<file path="src/rtl/dlyrd_pkg.sv">
package dlyrd_pkg;

    typedef enum logic [1:0] {
        ST_IDLE,
        ST_FETCH,
        ST_GAP
    } tgt_state_e;

    typedef enum logic [2:0] {
        ACT_WAIT,
        ACT_WR_POST,
        ACT_RETRY,
        ACT_HIT,
        ACT_RD_START,
        ACT_RD_DONE,
        ACT_RD_DEFER
    } tgt_act_e;

    function automatic logic act_refuses(tgt_act_e a);
        return (a == ACT_RETRY) || (a == ACT_RD_DEFER);
    endfunction

    function automatic logic act_finishes(tgt_act_e a);
        return (a == ACT_WR_POST) || (a == ACT_HIT) || (a == ACT_RD_DONE);
    endfunction

    function automatic logic act_uses_bus(tgt_act_e a);
        return (a == ACT_WR_POST) || (a == ACT_RD_START);
    endfunction

endpackage

</file>
<file path="src/rtl/dlyrd_lbus.sv">
module dlyrd_lbus #(
    parameter int AW = 16,
    parameter int DW = 32
) (
    input  logic          clk,
    input  logic          rst,
    input  logic          start,
    input  logic          start_we,
    input  logic [AW-1:0] start_addr,
    input  logic [DW-1:0] start_wdata,
    output logic          busy,
    output logic          rd_ack,
    output logic [DW-1:0] rd_data,
    output logic          lb_req,
    output logic          lb_we,
    output logic [AW-1:0] lb_addr,
    output logic [DW-1:0] lb_wdata,
    input  logic          lb_ack,
    input  logic [DW-1:0] lb_rdata
);

    always_ff @(posedge clk) begin
        if (rst) begin
            lb_req   <= 1'b0;
            lb_we    <= 1'b0;
            lb_addr  <= '0;
            lb_wdata <= '0;
        end else if (start) begin
            lb_req   <= 1'b1;
            lb_we    <= start_we;
            lb_addr  <= start_addr;
            lb_wdata <= start_wdata;
        end else if (lb_ack) begin
            lb_req   <= 1'b0;
        end
    end

    assign busy    = lb_req;
    assign rd_ack  = lb_ack && lb_req && !lb_we;
    assign rd_data = lb_rdata;

    // one operation at a time
    assert_one_op_R11: assert property (@(posedge clk) disable iff (rst)
        start |-> !lb_req);

    // request and its fields held until acknowledged
    assert_hold_R11: assert property (@(posedge clk) disable iff (rst)
        (lb_req && !lb_ack) |=> (lb_req && $stable(lb_addr) && $stable(lb_we)));

endmodule

</file>
<file path="src/rtl/dlyrd_entry.sv">
module dlyrd_entry #(
    parameter int ID_W           = 3,
    parameter int AW             = 16,
    parameter int DW             = 32,
    parameter int DISCARD_CYCLES = 64
) (
    input  logic            clk,
    input  logic            rst,
    input  logic            alloc,
    input  logic [ID_W-1:0] alloc_id,
    input  logic [AW-1:0]   alloc_addr,
    input  logic            fill,
    input  logic [DW-1:0]   fill_data,
    input  logic            take,
    output logic            valid,
    output logic            have,
    output logic [ID_W-1:0] id,
    output logic [AW-1:0]   addr,
    output logic [DW-1:0]   data
);

    localparam int TW     = (DISCARD_CYCLES > 1) ? $clog2(DISCARD_CYCLES) : 1;
    localparam int PF_BIT = AW - 1;

    logic          pf;
    logic          pinned;
    logic [TW-1:0] age;
    logic          drop_valid;
    logic [AW-1:0] drop_addr;
    logic          aging;
    logic          discard;

    assign aging   = valid && have && pf && !pinned;
    assign discard = aging && !take && (age == TW'(DISCARD_CYCLES - 1));

    always_ff @(posedge clk) begin
        if (rst) begin
            valid      <= 1'b0;
            have       <= 1'b0;
            id         <= '0;
            addr       <= '0;
            data       <= '0;
            pf         <= 1'b0;
            pinned     <= 1'b0;
            age        <= '0;
            drop_valid <= 1'b0;
            drop_addr  <= '0;
        end else begin
            if (alloc) begin
                valid  <= 1'b1;
                have   <= 1'b0;
                id     <= alloc_id;
                addr   <= alloc_addr;
                pf     <= alloc_addr[PF_BIT];
                pinned <= alloc_addr[PF_BIT] && drop_valid && (drop_addr == alloc_addr);
                age    <= '0;
            end else if (take) begin
                valid <= 1'b0;
                have  <= 1'b0;
                if (pinned) drop_valid <= 1'b0;
            end else if (discard) begin
                valid      <= 1'b0;
                have       <= 1'b0;
                drop_valid <= 1'b1;
                drop_addr  <= addr;
            end else begin
                if (fill && valid && !have) begin
                    have <= 1'b1;
                    data <= fill_data;
                end
                if (aging) age <= age + 1'b1;
            end
        end
    end

    // side-effecting reads are never dropped
    assert_keep_np_R7: assert property (@(posedge clk) disable iff (rst)
        (valid && !pf && !take) |=> valid);

    // a pinned entry survives until claimed
    assert_keep_pinned_R9: assert property (@(posedge clk) disable iff (rst)
        (valid && pinned && !take) |=> valid);

    // a new deferred read never replaces a live entry
    assert_alloc_free_R6: assert property (@(posedge clk) disable iff (rst)
        alloc |-> !valid);

    // an entry only disappears when claimed or when a prefetchable word times out
    assert_drop_pf_R8: assert property (@(posedge clk) disable iff (rst)
        (valid && !take && !(have && pf)) |=> valid);

endmodule

</file>
<file path="src/rtl/dlyrd_ctrl.sv">
module dlyrd_ctrl
    import dlyrd_pkg::*;
#(
    parameter int ID_W       = 3,
    parameter int AW         = 16,
    parameter int DW         = 32,
    parameter int LAT_CYCLES = 16
) (
    input  logic            clk,
    input  logic            rst,
    input  logic            req_valid,
    input  logic            req_write,
    input  logic [ID_W-1:0] req_id,
    input  logic [AW-1:0]   req_addr,
    input  logic [DW-1:0]   req_wdata,
    output logic            rsp_done,
    output logic            rsp_retry,
    output logic [DW-1:0]   rsp_rdata,
    input  logic            ent_valid,
    input  logic            ent_have,
    input  logic [ID_W-1:0] ent_id,
    input  logic [AW-1:0]   ent_addr,
    input  logic [DW-1:0]   ent_data,
    output logic            ent_alloc,
    output logic            ent_take,
    output logic [ID_W-1:0] alloc_id,
    output logic [AW-1:0]   alloc_addr,
    input  logic            lb_busy,
    input  logic            lb_rd_ack,
    input  logic [DW-1:0]   lb_rd_data,
    output logic            lb_start,
    output logic            lb_start_we,
    output logic [AW-1:0]   lb_start_addr,
    output logic [DW-1:0]   lb_start_wdata
);

    localparam int CW = $clog2(LAT_CYCLES);

    tgt_state_e      st;
    tgt_act_e        act;
    logic [CW-1:0]   wait_cnt;
    logic [ID_W-1:0] cur_id;
    logic [AW-1:0]   cur_addr;
    logic            owner_hit;
    logic            addr_clash;

    assign owner_hit  = ent_valid && (ent_id == req_id) && (ent_addr == req_addr);
    assign addr_clash = ent_valid && (ent_addr == req_addr);

    always_comb begin
        act = ACT_WAIT;
        unique case (st)
            ST_IDLE: begin
                if (req_valid) begin
                    if (req_write)
                        act = (addr_clash || lb_busy) ? ACT_RETRY : ACT_WR_POST;
                    else if (ent_valid)
                        act = (owner_hit && ent_have) ? ACT_HIT : ACT_RETRY;
                    else if (lb_busy)
                        act = ACT_RETRY;
                    else
                        act = ACT_RD_START;
                end
            end
            ST_FETCH: begin
                if (lb_rd_ack)
                    act = ACT_RD_DONE;
                else if (wait_cnt == CW'(LAT_CYCLES - 2))
                    act = ACT_RD_DEFER;
            end
            default: act = ACT_WAIT;
        endcase
    end

    assign lb_start       = act_uses_bus(act);
    assign lb_start_we    = req_write;
    assign lb_start_addr  = req_addr;
    assign lb_start_wdata = req_wdata;
    assign ent_take       = (act == ACT_HIT);
    assign ent_alloc      = (act == ACT_RD_DEFER);
    assign alloc_id       = cur_id;
    assign alloc_addr     = cur_addr;

    always_ff @(posedge clk) begin
        if (rst) begin
            st        <= ST_IDLE;
            wait_cnt  <= '0;
            cur_id    <= '0;
            cur_addr  <= '0;
            rsp_done  <= 1'b0;
            rsp_retry <= 1'b0;
            rsp_rdata <= '0;
        end else begin
            rsp_done  <= act_finishes(act);
            rsp_retry <= act_refuses(act);
            if (act == ACT_HIT)
                rsp_rdata <= ent_data;
            else if (act == ACT_RD_DONE)
                rsp_rdata <= lb_rd_data;
            unique case (st)
                ST_IDLE: begin
                    if (act == ACT_RD_START) begin
                        st       <= ST_FETCH;
                        wait_cnt <= '0;
                        cur_id   <= req_id;
                        cur_addr <= req_addr;
                    end else if (act != ACT_WAIT) begin
                        st <= ST_GAP;
                    end
                end
                ST_FETCH: begin
                    if (act != ACT_WAIT) st <= ST_GAP;
                    else wait_cnt <= wait_cnt + 1'b1;
                end
                default: begin
                    if (!req_valid) st <= ST_IDLE;
                end
            endcase
        end
    end

    // one response kind at a time
    assert_one_rsp_R2: assert property (@(posedge clk) disable iff (rst)
        $onehot0({rsp_done, rsp_retry}));

    // no second local read while an entry is outstanding
    assert_no_second_read_R6: assert property (@(posedge clk) disable iff (rst)
        (lb_start && !lb_start_we) |-> !ent_valid);

    // a write never overtakes the deferred read of the same address
    assert_wr_order_R10: assert property (@(posedge clk) disable iff (rst)
        (lb_start && lb_start_we) |-> !(ent_valid && (ent_addr == lb_start_addr)));

    // a fetch never outlives the latency window
    assert_window_R3: assert property (@(posedge clk) disable iff (rst)
        (st == ST_FETCH && !lb_rd_ack && wait_cnt == CW'(LAT_CYCLES - 2)) |=> rsp_retry);

endmodule

</file>
<file path="src/rtl/dlyrd_buf.sv">
module dlyrd_buf #(
    parameter int ID_W           = 3,
    parameter int AW             = 16,
    parameter int DW             = 32,
    parameter int LAT_CYCLES     = 16,
    parameter int DISCARD_CYCLES = 64
) (
    input  logic            clk,
    input  logic            rst,
    input  logic            req_valid,
    input  logic            req_write,
    input  logic [ID_W-1:0] req_id,
    input  logic [AW-1:0]   req_addr,
    input  logic [DW-1:0]   req_wdata,
    output logic            rsp_done,
    output logic            rsp_retry,
    output logic [DW-1:0]   rsp_rdata,
    output logic            lb_req,
    output logic            lb_we,
    output logic [AW-1:0]   lb_addr,
    output logic [DW-1:0]   lb_wdata,
    input  logic            lb_ack,
    input  logic [DW-1:0]   lb_rdata
);

    logic            ent_valid, ent_have, ent_alloc, ent_take;
    logic [ID_W-1:0] ent_id, alloc_id;
    logic [AW-1:0]   ent_addr, alloc_addr;
    logic [DW-1:0]   ent_data;
    logic            lb_busy, lb_rd_ack;
    logic [DW-1:0]   lb_rd_data;
    logic            lb_start, lb_start_we;
    logic [AW-1:0]   lb_start_addr;
    logic [DW-1:0]   lb_start_wdata;

    dlyrd_ctrl #(.ID_W(ID_W), .AW(AW), .DW(DW), .LAT_CYCLES(LAT_CYCLES)) u_ctrl (
        .clk(clk), .rst(rst),
        .req_valid(req_valid), .req_write(req_write), .req_id(req_id),
        .req_addr(req_addr), .req_wdata(req_wdata),
        .rsp_done(rsp_done), .rsp_retry(rsp_retry), .rsp_rdata(rsp_rdata),
        .ent_valid(ent_valid), .ent_have(ent_have), .ent_id(ent_id),
        .ent_addr(ent_addr), .ent_data(ent_data),
        .ent_alloc(ent_alloc), .ent_take(ent_take),
        .alloc_id(alloc_id), .alloc_addr(alloc_addr),
        .lb_busy(lb_busy), .lb_rd_ack(lb_rd_ack), .lb_rd_data(lb_rd_data),
        .lb_start(lb_start), .lb_start_we(lb_start_we),
        .lb_start_addr(lb_start_addr), .lb_start_wdata(lb_start_wdata)
    );

    dlyrd_entry #(.ID_W(ID_W), .AW(AW), .DW(DW), .DISCARD_CYCLES(DISCARD_CYCLES)) u_entry (
        .clk(clk), .rst(rst),
        .alloc(ent_alloc), .alloc_id(alloc_id), .alloc_addr(alloc_addr),
        .fill(lb_rd_ack), .fill_data(lb_rd_data), .take(ent_take),
        .valid(ent_valid), .have(ent_have), .id(ent_id),
        .addr(ent_addr), .data(ent_data)
    );

    dlyrd_lbus #(.AW(AW), .DW(DW)) u_lbus (
        .clk(clk), .rst(rst),
        .start(lb_start), .start_we(lb_start_we),
        .start_addr(lb_start_addr), .start_wdata(lb_start_wdata),
        .busy(lb_busy), .rd_ack(lb_rd_ack), .rd_data(lb_rd_data),
        .lb_req(lb_req), .lb_we(lb_we), .lb_addr(lb_addr), .lb_wdata(lb_wdata),
        .lb_ack(lb_ack), .lb_rdata(lb_rdata)
    );

endmodule

</file>
<file path="config.mk">
export PLATFORM = sky130hd
export DESIGN_NAME = dlyrd_buf
export DESIGN_NICKNAME = d
export VERILOG_FILES = /design/src/rtl/dlyrd_pkg.sv /design/src/rtl/dlyrd_lbus.sv /design/src/rtl/dlyrd_entry.sv /design/src/rtl/dlyrd_ctrl.sv /design/src/rtl/dlyrd_buf.sv
export SDC_FILE = /design/constraint.sdc
export NUM_CORES = 1
export LEC_CHECK = 0
export ABC_AREA = 0
export BUFFER_PORTS_ARGS = -buffer_cell sky130_fd_sc_hd__buf_4
export CORE_ASPECT_RATIO = 1.4
export CORE_MARGIN = 2
export CORE_UTILIZATION = 59
export CTS_CLUSTER_DIAMETER = 50
export CTS_CLUSTER_SIZE = 8
export DETAILED_ROUTE_END_ITERATION = 8
export PLACE_DENSITY_LB_ADDON = 0.15
export SLEW_MARGIN = 20
export SYNTH_ARGS = -nofsm -noshare
export SYNTH_HDL_FRONTEND = slang
export SYNTH_HIERARCHICAL = 1
export SYNTH_SLANG_ARGS = --single-unit
</file>
<file path="constraint.sdc">
create_clock -name clk -period 5.9 [get_ports clk]
set_clock_uncertainty 0.1 [all_clocks]
set_input_delay 1.18 -clock clk [delete_from_list [all_inputs] [get_ports clk]]
set_output_delay 1.18 -clock clk [all_outputs]
set_load 0.05 [all_outputs]
</file>
# Word level (Yosys, flattened, before mapping)
# Index checks and enable logic that the tools add are counted.
# Widths: inputs -> output; s select.
[totals] regBits=187 word_cells=107
[classes] muxes=26 reduce_logical=39 bitwise_logic=3 eq_ne=16 addsub=2
[op_table] op="$mux 32" n=2
[op_table] op="$eq 16x16->1" n=2
[op_table] op="$mux 3" n=6
[op_table] op="$logic_and 1x1->1" n=15
[op_table] op="$reduce_and 3->1" n=4
[op_table] op="$eq 3x3->1 const B" n=3
[op_table] op="$mux 1" n=9
[op_table] op="$mux 2" n=4
[op_table] op="$mux 4" n=2
[op_table] op="$pmux 4 s2" n=1
[op_table] op="$reduce_bool 2->1" n=4
[op_table] op="$add 6x1->6 const B" n=1
[op_table] op="$eq 3x2->1 const B" n=2
[op_table] op="$eq 6x6->1 const B" n=1
[op_table] op="$pmux 3 s2" n=1
[op_table] op="$reduce_bool 3->1" n=2
[op_table] op="$logic_or 1x1->1" n=5
[op_table] op="$add 4x1->4 const B" n=1
[op_table] op="$eq 4x4->1 const B" n=1
[op_table] op="$logic_not 1->1" n=4
[op_table] op="$ne 2x2->1 const B" n=2
[op_table] op="$pmux 2 s2" n=1
[op_table] op="$reduce_and 4->1" n=1
[op_table] op="$reduce_or 4->1" n=1
[op_table] op="9 further kinds" n=11

# Longest topological paths before layout
# Gate-level depths: netlist of the first run.
[depth] word_depth=16 ltp_mapped=13 mapped_depth_nobuf=9

# Hierarchy
# Netlist of the first run, hierarchy kept.
[modules_own_cells] mod="dlyrd_entry" n_inst=1 area_each_um2=3019.1 cells_each=347
[modules_own_cells] mod="dlyrd_ctrl" n_inst=1 area_each_um2=2942.8 cells_each=320
[modules_own_cells] mod="dlyrd_lbus" n_inst=1 area_each_um2=2057.0 cells_each=198

# Worst setup path after synthesis of the first run
# Ideal clock, no wire load.
[synth_timing] path_kind="input to register" start="input port req_valid" end="register u_entry.drop_addr[10]" setup_time_ns=0.132 path_buffers=4 path_stages=13 t_required_ns=5.668 arrival_time_ns=3.002 path_slack_ns=2.666 cell_sequence="or3b_1 buf_2 nor3_2 and4_1 nand3_2 inv_2 buf_2 nand3b_4 or4_1 buf_2 buf_6 nand2_1 a21oi_1"
[synth_between] elab_chain_cells=7
[synth_rtl] element="start, declared" line="dlyrd_buf.sv:10" rtl="input logic req_valid,"
[synth_rtl] element="$mux 3 *" line="dlyrd_ctrl.sv:54" rtl="if (req_valid) begin"
[synth_rtl] element="$pmux 3 s2 *" line="dlyrd_ctrl.sv:52" rtl="unique case (st)"
[synth_rtl] element="$eq 3x2->1 *" line="dlyrd_ctrl.sv:79" rtl="assign ent_take = (act == ACT_HIT);"
[synth_rtl] element="named net ent_take" line="dlyrd_buf.sv:26" rtl="logic ent_valid, ent_have, ent_alloc, ent_take;"
[synth_rtl] element="$logic_not 1->1" line="dlyrd_entry.sv:34" rtl="assign discard = aging && !take && (age == TW'(DISCARD_CYCLES - 1));"
[synth_rtl] element="$logic_and 1x1->1 (2 in a row)" line="dlyrd_entry.sv:34"
[synth_rtl] element="$reduce_and 3->1 (no source line) *"
[synth_rtl] element="end signal, assigned" line="dlyrd_entry.sv:65" rtl="drop_addr <= addr;"
[synth_rtl] element="end, declared" line="dlyrd_entry.sv:29" rtl="logic [AW-1:0] drop_addr;"
# Mark *: on every way through the listed nets, which the timed path passes. The rest lies on a longest branch.
# A chain may end at the register's enable or synchronous reset.

# Final worst setup path of the first run
[layout_timing] start="input port req_valid" end="register u_lbus.lb_wdata[2]"
[layout_between] elab_chain_cells=4
[layout_rtl] element="$mux 3 *" line="dlyrd_ctrl.sv:54"
[layout_rtl] element="$pmux 3 s2 *" line="dlyrd_ctrl.sv:52"
[layout_rtl] element="$eq 3x1->1 or $eq 3x3->1 (tied branches)" line="dlyrd_pkg.sv:28" rtl="return (a == ACT_WR_POST) || (a == ACT_RD_START);"
[layout_rtl] element="$logic_or 1x1->1 *" line="dlyrd_pkg.sv:28"
[layout_rtl] element="named net lb_start" line="dlyrd_buf.sv:32" rtl="logic lb_start, lb_start_we;"
[layout_rtl] element="end signal, assigned" line="dlyrd_lbus.sv:32" rtl="lb_wdata <= start_wdata;"
[layout_rtl] element="end, declared" line="dlyrd_lbus.sv:17" rtl="output logic [DW-1:0] lb_wdata,"
# Marks and branches as above.

==> results.md, run 1 <==
- Final setup vio count: 0
- Total CTS buffers: 17
- Clock slew at the register clock pins of the worst setup and hold paths: roughly 0.060 ns
- Global-route usage over all layers: between 20% and 30%
- Top cells by area, synth: dfxtp_1 46%, mux2i_1 8.7%, buf_4 7.8%, nand2_1 6.6%, a21oi_1 4.6%
- Finished Core Util: 69.1%
- Root buffer cell: clkbuf_16
- Share of cells above drive strength 1: between 20 and 25%
- Gate Count Post-Synth: slightly below 900
- WL/cell: 15.7 um
- Slew at the pin with the worst max-slew slack: roughly 0.94 ns
- Die area: approximately 0.015 mm2
- TNS Setup: 0 ns
- Drt drc: 0
- Min cycle time layout: between 3 and 4 ns
- Vias/cell: about 5.3
- Initial Utilization: between 60% and 70%
- Antenna viol nets, final: 0
- Slew margin rel.: between 30% and 40%
- Vias in the first global route: approximately 5.8k
- Setup CP Type: in -> reg
- EDFF count, synth: 0
- Commonest non-fill, non-tap cell in the layout: dfxtp_1
- R2R cell count: 6
- First-pass iteration count of the detailed router: 5
- Synthesized flop and latch total: between 150 and 200
- Slew Limit Fails: 0
- Max_cap viols: 0
- Fmax: ~250 MHz
- CP Data Arrival Time: 4.13 ns
- Antenna violations before repair: 0
- Hold buffers post-CTS: 0
- ANT cells: 0
- Critical Path Max Stage Delay: between 0.8 and 0.9 ns
- Leak: around 3.7 nW
- # resized after CTS: 0
- Hold Crit Class: reg -> reg
- H-tree Lvls: 4
- Status: complete, no violations
- GRT Residual Overflow: 0
- GPL Wtd Cong: approximately 0.79
- Die Y: between 100 and 150 um
- Area leader, netlist: dfxtp_1
- Share of the synthesized area in the top cell type: a little under half
- Synthesized area: roughly 0.0080 mm2
- CP Data Required Time: 6.09 ns
- Commonest register cell after synthesis: dfxtp_1
- Synth warnings: 6
- Critical Path Start: req_valid
- Hpwl dp: about 12 mm
- Die X: between 100 and 150 um
- Vias: ~6.0k
- IO Port Bufs: 171
- CTS tree: built
- Syn Area/Cell: slightly above 9 um2
- RSZ-0062 raised after global routing: no
- I/O pin total: about 170
- Largest fanout on the critical path: 30
- Hold path cells: 2
- Hold path startpoint: u_entry/data[17]
- Worst-Skew Late Latency: around 0.43 ns
- Final net count: 1019
- Core Rows: 50
- Reg-to-Reg Start: u_ctrl/st[1]
- # clock sinks: 186
- Register area share after synthesis: between 40 and 50%
- Fill count: around 1.1k
- Final period util: between 60% and 70%
- Crit path max-delay cell type: or4_1
- Drt total wl: between 15 and 20 mm
- Initial DRC Count: 220
- First-pass GRT wire length: between 20 and 30 mm
- WHS: roughly 0.35 ns
- Area delta synth->final: 14.9%
- Commonest cells after routing, fill and taps aside: 186 x dfxtp_1, 179 x buf_4, 140 x nand2_1, 83 x nor2_1, 74 x a21oi_1
- Clk buf depth: 2
- Final hold violations: 0
- Max IR drop VDD: ~210 uV
- Startpoint Class: input pin
- Syn nets: between 900 and 1k
- CP Capture Type: flop
- Asr flop ratio synth: 0%
- # Post-CTS Setup Buffers: 0
- Core area: 0.0133 mm2
- Unique masters post-synth: between 50 and 60
- Crit path cell chain: buf_4, or3b_1, or4_1, nand2_2, buf_4, mux2i_1, nor2_1
- Pwr/cell area: a little over 300 mW/mm2
- Most frequent CP cell: buf_4
- Largest net degree at the start of global routing: slightly below 90
[per-stage QoR]
| step | total power, mW | setup WS, ns | cells | instance area [um2] |
|---|---|---|---|---|
| finish | 2.79 | 1.97 | 1123 | 9210 |
| global route | 2.88 | 1.82 | 1123 | 9210 |
| CTS | 2.81 | 1.99 | 1123 | 9210 |
| detailed placement | 1.76 | 1.54 | 1091 | 8670 |
| global placement | 1.75 | 1.67 | 1091 | 8670 |
| floorplan | 1.67 | 2.67 | 865 | 8020 |
[routing by layer]
layer / GRT usage, % / vias up / part of all wire [%]
li1: - / 2943 / -
met1: 27.0 / 2801 / 40
met3: 5.06 / 32 / 5.9
met4: 11.2 / 0 / 2.6
met2: 43.4 / 184 / 52
met5: 0 / - / 0
[path summary, 6_finish.rpt]
check	end	slack (ns)
setup reg to reg	u_lbus/lb_wdata[2]	2.45
setup / recovery	u_lbus/lb_wdata[2]	1.97
hold reg to reg	u_entry/data[17]	0.35
hold / removal	u_entry/data[17]	0.35
[final cells by class]
type / instances / area [um2] / share of cell area [%]
flip-flops and latches: 186 / 3720 / 40.4
clock inverters: 12 / 100 / 1.09
multi-input cells: 539 / 3350 / 36.4
clock buffers: 20 / 447 / 4.85
repair buffers: 179 / 1340 / 14.6
inverters: 5 / 18.8 / 0.204
well taps: 182 / 228 / 2.47
[Yosys cell counts, types with 2 or more instances]
cell and number:
dfxtp_1 186, nand2_1 141, buf_4 83, nor2_1 83, a21oi_1 74, mux2i_1 70
and2_1 35, a221o_1 32, xnor2_1 32, clkbuf_1 23, buf_2 14, nand4_1 9
buf_6 8, nor3_1 7, xor2_1 7, nand3_1 6, buf_8 5, inv_1 4
ha_1 3, or4_1 3, a2111oi_1 2, a31oi_1 2, and3_1 2, nand3b_1 2
nor4_1 2, or3_1 2
[worst max-delay path, delay by kind of cell]
| family | cells | cell delay, ns |
|---|---|---|
| multiplexers | 1 | 0.28 |
| buffers and inverters | 2 | 0.63 |
| AND/OR/NAND/NOR | 4 | 2.01 |
[power breakdown]
part           switching (mW)  total, mW  leakage, nW  internal [mW]
Sequential             0.0294       1.33         1.51           1.30
Combinational           0.253      0.403         1.95          0.150
Clock                   0.470       1.06        0.266          0.589
[cell families after synthesis]
group                      Yosys count  synth area share [%]
and+or+nand+nor                    307                  17.7
DFF                                186                  46.4
buffers and inverters              140                  12.1
AOI/OAI and AO/OA                  120                  10.3
muxes                               70                  8.74
xor gates and xnor gates            39                  4.26
adders and majority gates            3                 0.468
[sequential cells by signal, indices dropped and copies added, names as in the netlist, 2 cells and up]
| name | cells |
|---|---|
| u_entry/age | 6 |
| u_entry/addr | 16 |
| u_lbus/lb_addr | 16 |
| u_ctrl/st | 2 |
| u_entry/id | 3 |
| u_lbus/lb_wdata | 32 |
| u_ctrl/wait_cnt | 4 |
| u_ctrl/alloc_addr | 16 |
| u_ctrl/alloc_id | 3 |
| u_entry/data | 32 |
| u_ctrl/rsp_rdata | 32 |
| u_entry/drop_addr | 16 |
Note: power is estimated with default switching activity, not from simulation.
==> inputs of run 2 (changes only) <==
--- a/config.mk
+++ b/config.mk
@@ -5,11 +5,11 @@
 export SDC_FILE = /design/constraint.sdc
 export NUM_CORES = 1
 export LEC_CHECK = 0
-export ABC_AREA = 0
+export ABC_AREA = 1
 export BUFFER_PORTS_ARGS = -buffer_cell sky130_fd_sc_hd__buf_4
 export CORE_ASPECT_RATIO = 1.4
 export CORE_MARGIN = 2
-export CORE_UTILIZATION = 59
+export CORE_UTILIZATION = 50
 export CTS_CLUSTER_DIAMETER = 50
 export CTS_CLUSTER_SIZE = 8
 export DETAILED_ROUTE_END_ITERATION = 8
==> constraint.sdc (replaced) <==
create_clock -name clk -period 3.25 [get_ports clk]
set_clock_uncertainty 0.1 [all_clocks]
set_input_delay 0.65 -clock clk [delete_from_list [all_inputs] [get_ports clk]]
set_output_delay 0.65 -clock clk [all_outputs]
set_load 0.05 [all_outputs]
==> results.md, run 2 <==
- Worst slack, placed: around 0.44 ns
- Commonest cells after routing, fill and taps aside: 250 x nand2_1, 229 x nor2_1, 186 x dfxtp_1, 185 x buf_4, 133 x inv_1
- Synth warnings: 6
- First-pass iteration count of the detailed router: 5
- Synthesized flop and latch total: 186
- Area share of and/or/nand/nor cells after synthesis: between 20% and 30%
- TNS Setup: 0 ns
- CP Capture Type: flop
- Largest fanout on the critical path: 50
- Syn nets: 1343
- Die Y: 161 um
- Post-synthesis mux area share: 0%
- First-pass GRT wire length: roughly 34 mm
- Power Total: 5.51 mW
- Share of cells above drive strength 1: about a fifth
- Cell with the most instances after synthesis: nand2_1
- Root buffer cell: clkbuf_16
- Worst-Skew Late Latency: ~0.43 ns
- IO Port Bufs: between 150 and 200
- Area leader, netlist: dfxtp_1
- Max_cap viols: 0
- Setup CP Type: reg -> reg
- Storage cell area: 0.00372 mm2
- Clk buf depth: 2
- Core Rows: 57
- CP Data Arrival Time: ~2.7 ns
- Fill count: roughly 1.7k
- Synthesized area: between 0.008 and 0.009 mm2
- Complex-gate fraction of the synthesized area: approximately a tenth
- Slew at the pin with the worst max-slew slack: about 0.83 ns
- Clock slew at the register clock pins of the worst setup and hold paths: ~0.07 ns
- Die X: roughly 120 um
- Core area: approximately 0.017 mm2
- Final setup vio count: 0
- Top cells by area, synth: dfxtp_1 43%, nand2_1 11%, nor2_1 9.8%, buf_4 7.4%, inv_1 5.7%
- RSZ-0062 raised after global routing: no
- I/O pin total: 172
- Die area: ~0.019 mm2
- Final setup margin: about 0.85 ns
- Initial Utilization: 50.7%
- Post-synthesis xor/xnor area fraction: under 10%
- Max IR drop VDD: 360 uV
- Antenna viol nets, final: 0
- Combinational family with the most area after synthesis: simple AND/OR/NAND/NOR gates
- GPL Wtd Cong: 0.860
- Commonest non-fill, non-tap cell in the layout: nand2_1
- Status: complete, no violations
- # resized after CTS: 0
- Largest net degree at the start of global routing: slightly above 50
- CP Data Required Time: ~3.5 ns
- GRT Residual Overflow: 0
- Synth top cells by count: 250 x nand2_1, 229 x nor2_1, 186 x dfxtp_1
- Leak: 4.77 nW
- Post-Layout Cell Count: 1565
- Biggest regs: u_ctrl/rsp_rdata (32), u_entry/data (32), u_lbus/lb_wdata (32)
- Syn Area/Cell: ~7.0 um2
- WL/cell: between 10 and 15 um
- Vias in the first global route: around 7.0k
- Final hold violations: 0
- Post-Synth Adder-Cell Area: less than 1%
- Unique masters post-synth: 37
- Drt total wl: approximately 21 mm
- Fmax: between 400 and 500 MHz
- # clock sinks: between 150 and 200
- Multi-input gate area: between 0.003 and 0.004 mm2
- Drt drc: 0
- Register area share after synthesis: a little over two fifths
- Antenna violations before repair: 0
- Startpoint Class: flop
- Global-route usage over all layers: about 23%
- EDFF count, synth: 0
- Placed insts: roughly 1.5k
- Share of the synthesized area in the top cell type: ~43%
- # Post-CTS Setup Buffers: 0
- Initial DRC Count: 651
- CTS tree: built
- Area delta synth->final: 15.1%
- Gate Count Post-Synth: 1252
- Slew Limit Fails: 0
- H-tree Lvls: 4
- Total CTS buffers: 17
- Slew margin rel.: 44.5%
- Hpwl dp: about 15 mm
- WHS: 0.331 ns
- Vias: between 7k and 8k
- ANT cells: 0
- Hold Crit Class: in -> reg
- Vias/cell: approximately 4.8
- Pwr/cell area: ~550 mW/mm2
- Hold buffers post-CTS: 0
- Final net count: approximately 1.4k
- Final period util: between 70% and 80%
- Asr flop ratio synth: 0%
- Commonest register cell after synthesis: dfxtp_1
- Min cycle time layout: approximately 2.4 ns
run 2: cell types whose count changed in the layout (fill, tap and decap cells not counted), moves of 70 or more:
| cell | previous run | this run |
|---|---|---|
| nand3_1 | 6 | 79 |
| o21ai_0 | 0 | 89 |
| nand2_1 | 140 | 250 |
| inv_1 | 4 | 133 |
| mux2i_1 | 70 | 0 |
| nor2_1 | 83 | 229 |
run 2: area by class of cell:
class | count | area share [%]
Clock buffer | 18 | 4.26
Clock inverter | 14 | 1.59
Inverter | 139 | 5.20
Multi-Input combinational cell | 785 | 34.9
Sequential cell | 186 | 36.9
Tap cell | 236 | 2.93
Timing Repair Buffer | 187 | 14.2
run 2: per-stage QoR:
step	instance area, um2	utilization [%]
floorplan	8750	-
global placement	9490	55.0
detailed placement	9490	55.0
CTS	10100	58.4
global route	10100	58.4
finish	10100	58.4
run 2: worst max-delay path, stage by stage (launching register included):
cell and delay, ns:
dfxtp_1 0.46, inv_1 0.07, nor2_1 0.12, nand3b_1 0.09, nor2_1 0.14, nand3_1 0.08
nand2_1 0.13, nand2_2 0.09, nand3_1 0.09, nand2_1 0.18, inv_4 0.52, nor2_1 0.11
nor2_1 0.12
run 2: worst paths after layout:
check             cells after the start                  start  slack (ns)               endpoint
hold reg to reg                       2  u_entry/drop_addr[15]        0.35  u_entry/drop_addr[15]
hold / removal                        3          req_wdata[28]        0.33    u_lbus/lb_wdata[28]
setup reg to reg                     12          u_entry/valid        0.85    u_lbus/lb_wdata[19]
setup / recovery                     12          u_entry/valid        0.85    u_lbus/lb_wdata[19]
run 2: logic make-up (layout without fill, tap and decap cells):
family                     count (synthesis)  after routing
xor gates and xnor gates                  14             14
DFF                                      186            186
buffers and inverters                    281            358
adders and majority gates                  3              3
and+or+nand+nor                          595            595
AOI/OAI and AO/OA                        173            173
run 2: per-layer routing:
layer,GRT usage [%],share of wire [%],vias to the layer above
li1,-,-,3912
met1,27.7,42,3367
met2,40.0,51,199
met3,4.94,5.3,25
met4,8.39,1.9,0
met5,0,0,-
run 2: report_power, final:
| part | total (mW) | internal (mW) | switching (mW) |
|---|---|---|---|
| logic | 0.953 | 0.287 | 0.666 |
| registers | 2.46 | 2.39 | 0.0650 |
| clock network | 2.10 | 1.16 | 0.946 |
==> inputs of run 3 (changes only) <==
--- a/config.mk
+++ b/config.mk
@@ -9,7 +9,7 @@
 export BUFFER_PORTS_ARGS = -buffer_cell sky130_fd_sc_hd__buf_4
 export CORE_ASPECT_RATIO = 1.4
 export CORE_MARGIN = 2
-export CORE_UTILIZATION = 50
+export CORE_UTILIZATION = 55
 export CTS_CLUSTER_DIAMETER = 50
 export CTS_CLUSTER_SIZE = 8
 export DETAILED_ROUTE_END_ITERATION = 8
==> constraint.sdc (replaced) <==
create_clock -name clk -period 2.4 [get_ports clk]
set_clock_uncertainty 0.1 [all_clocks]
set_input_delay 0.48 -clock clk [delete_from_list [all_inputs] [get_ports clk]]
set_output_delay 0.48 -clock clk [all_outputs]
set_load 0.05 [all_outputs]
==> results.md, run 3 (synthesized netlist as in run 2, its figures left out) <==
- Global-route usage over all layers: between 20% and 30%
- Die X: about 110 um
- I/O pin total: 172
- Slew at the pin with the worst max-slew slack: about 0.63 ns
- Status: complete, no violations
- Worst flop-to-flop path endpoint: u_entry/data[24]
- Clk buf depth: 2
- Root buffer cell: clkbuf_16
- Slew Limit Fails: 0
- CP Data Required Time: 2.63 ns
- Hold buffers post-CTS: 0
- Leak: between 5 and 6 nW
- Core area: around 0.016 mm2
- Commonest cells after routing, fill and taps aside: 247 x nand2_1, 216 x nor2_1, 211 x buf_4, 180 x dfxtp_1, 131 x inv_1
- First-pass GRT wire length: roughly 34 mm
- H-tree Lvls: 4
- Max IR drop VDD: between 500 and 600 uV
- Area delta synth->final: 21.2%
- Multi-input gate area: ~0.0036 mm2
- Final setup vio count: 0
- Largest fanout on the critical path: 9
- Commonest non-fill, non-tap cell in the layout: nand2_1
- Worst-Skew Late Latency: about 0.43 ns
- Vias in the first global route: 7175
- Vias: ~7.8k
- Finished Cell Area: 0.0106 mm2
- Largest net degree at the start of global routing: 50
- WL/cell: 13.6 um
- ANT cells: 0
- Crit path capture: u_entry/data[24]
- CTS tree: built
- Biggest regs: u_ctrl/rsp_rdata (32), u_entry/data (32), u_lbus/lb_wdata (32)
- Final setup margin: approximately 0.088 ns
- Setup CP Type: reg -> reg
- Worst slack, placed: -0.0824 ns
- Initial DRC Count: between 400 and 500
- Hpwl dp: between 10 and 15 mm
- Total CTS buffers: 17
- Die Y: about 150 um
- Critical Path Start: u_entry/addr[9]
- R2r setup slk: 0.09 ns
- RSZ-0062 raised after global routing: yes
- Slew margin rel.: 58.2%
- Vias/cell: a little under 5
- Fmax: roughly 430 MHz
- Power Total: roughly 7.6 mW
- Crit path cell chain: inv_1, or2_1, nand3_1, nor2_1, nand3_1, nand2_2, nand2_2, nand2_2, nand2_2, inv_2, nor2_2, nand3_2, nand3_4, buf_12, clkbuf_16, nand2_1, nand2_1, nor2_1
- Drt total wl: between 20 and 25 mm
- Antenna viol nets, final: 0
- Share of cells above drive strength 1: a little under a quarter
- Clock slew at the register clock pins of the worst setup and hold paths: ~0.070 ns
- Fill count: roughly 1.4k
- Core Rows: 54
- Initial Utilization: 56.1%
- Min cycle time layout: 2.31 ns
- Final hold violations: 0
- Die area: 0.0170 mm2
- Crit path max-delay cell type: dfxtp_2
- Drt drc: 0
- R2R cell count: 18
- WHS: 0.163 ns
- Final period util: between 90% and 100%
- Startpoint Class: flop
- # clock sinks: 186
- Antenna violations before repair: 0
- Storage cell area: 0.00373 mm2
- Pwr/cell area: between 700 and 800 mW/mm2
- CP Data Arrival Time: about 2.5 ns
- GPL Wtd Cong: between 0.8 and 0.9
- Most frequent CP cell: nand2_2
- Reg-to-Reg Start: u_entry/addr[9]
- Hold path cells: 3
- Max_cap viols: 0
- Final net count: 1448
- Placed inst area: approximately 0.0097 mm2
- GRT Residual Overflow: 0
- First-pass iteration count of the detailed router: 5
- Hold Crit Class: in -> reg
- Critical Path Max Stage Delay: roughly 0.34 ns
- CP Capture Type: flop
- IO Port Bufs: between 150 and 200
[run 3: cell types whose count changed in the layout (fill, tap and decap cells not counted), sizes merged]
cell / delta
inv: -3
buf: +36
clkbuf: +7
clkinv: -2
bufinv: +1
clkinvlp: +2
[run 3: layer usage]
layer	global-route usage, %	up-vias	share of wire (%)
li1	-	4001	-
met1	26.7	3518	39
met2	43.5	211	53
met3	5.59	39	5.5
met4	10.2	0	2.6
met5	0	-	0
[run 3: worst min-delay path by stage]
stage	from	endpoint	slack (ns)
after floorplan	u_entry/pinned	u_entry/pinned	0.33
after global placement	u_entry/drop_addr[15]	u_entry/drop_addr[15]	0.34
after detailed placement	u_entry/pinned	u_entry/pinned	0.34
after CTS	req_wdata[24]	u_lbus/lb_wdata[24]	0.15
after global routing	req_wdata[2]	u_lbus/lb_wdata[2]	0.15
final	req_wdata[28]	u_lbus/lb_wdata[28]	0.16
[run 3: where the power goes]
| group | switching [mW] | total [mW] | internal, mW |
|---|---|---|---|
| sequential | 0.0860 | 3.33 | 3.24 |
| clock | 1.21 | 2.95 | 1.73 |
| combinational | 0.900 | 1.34 | 0.441 |
[run 3: timing repair]
| action | in CTS | in global routing |
|---|---|---|
| setup buffers | 0 | 5 |
| endpoints found under the hold margin | 0 | 0 |
| endpoints found under the setup margin | 0 | 82 |
| resized for setup | 0 | 23 |
[run 3: final cells by class]
class	count	area share [%]
inverter	139	4.94
timing repair buffer	228	18.1
tap	196	2.31
clock buffer	20	4.40
sequential	186	35.2
clock inverter	12	1.51
multi-input combinational	785	33.5
[run 3: per-stage QoR]
stage	std cells	util (%)	TNS [ns]
after detailed placement	1521	62.3	-2.80
after global routing	1566	68.0	-1.11
after global placement	1521	62.3	-1.21
after floorplan	1252	-	0
final	1566	68.0	0
after CTS	1553	66.4	0
[run 3: worst max-delay path: cells and delay by family (launching register included)]
kind	cells	cell delay, ns
and+or+nand+nor	14	1.33
buffers and inverters	4	0.42
DFF	1	0.34
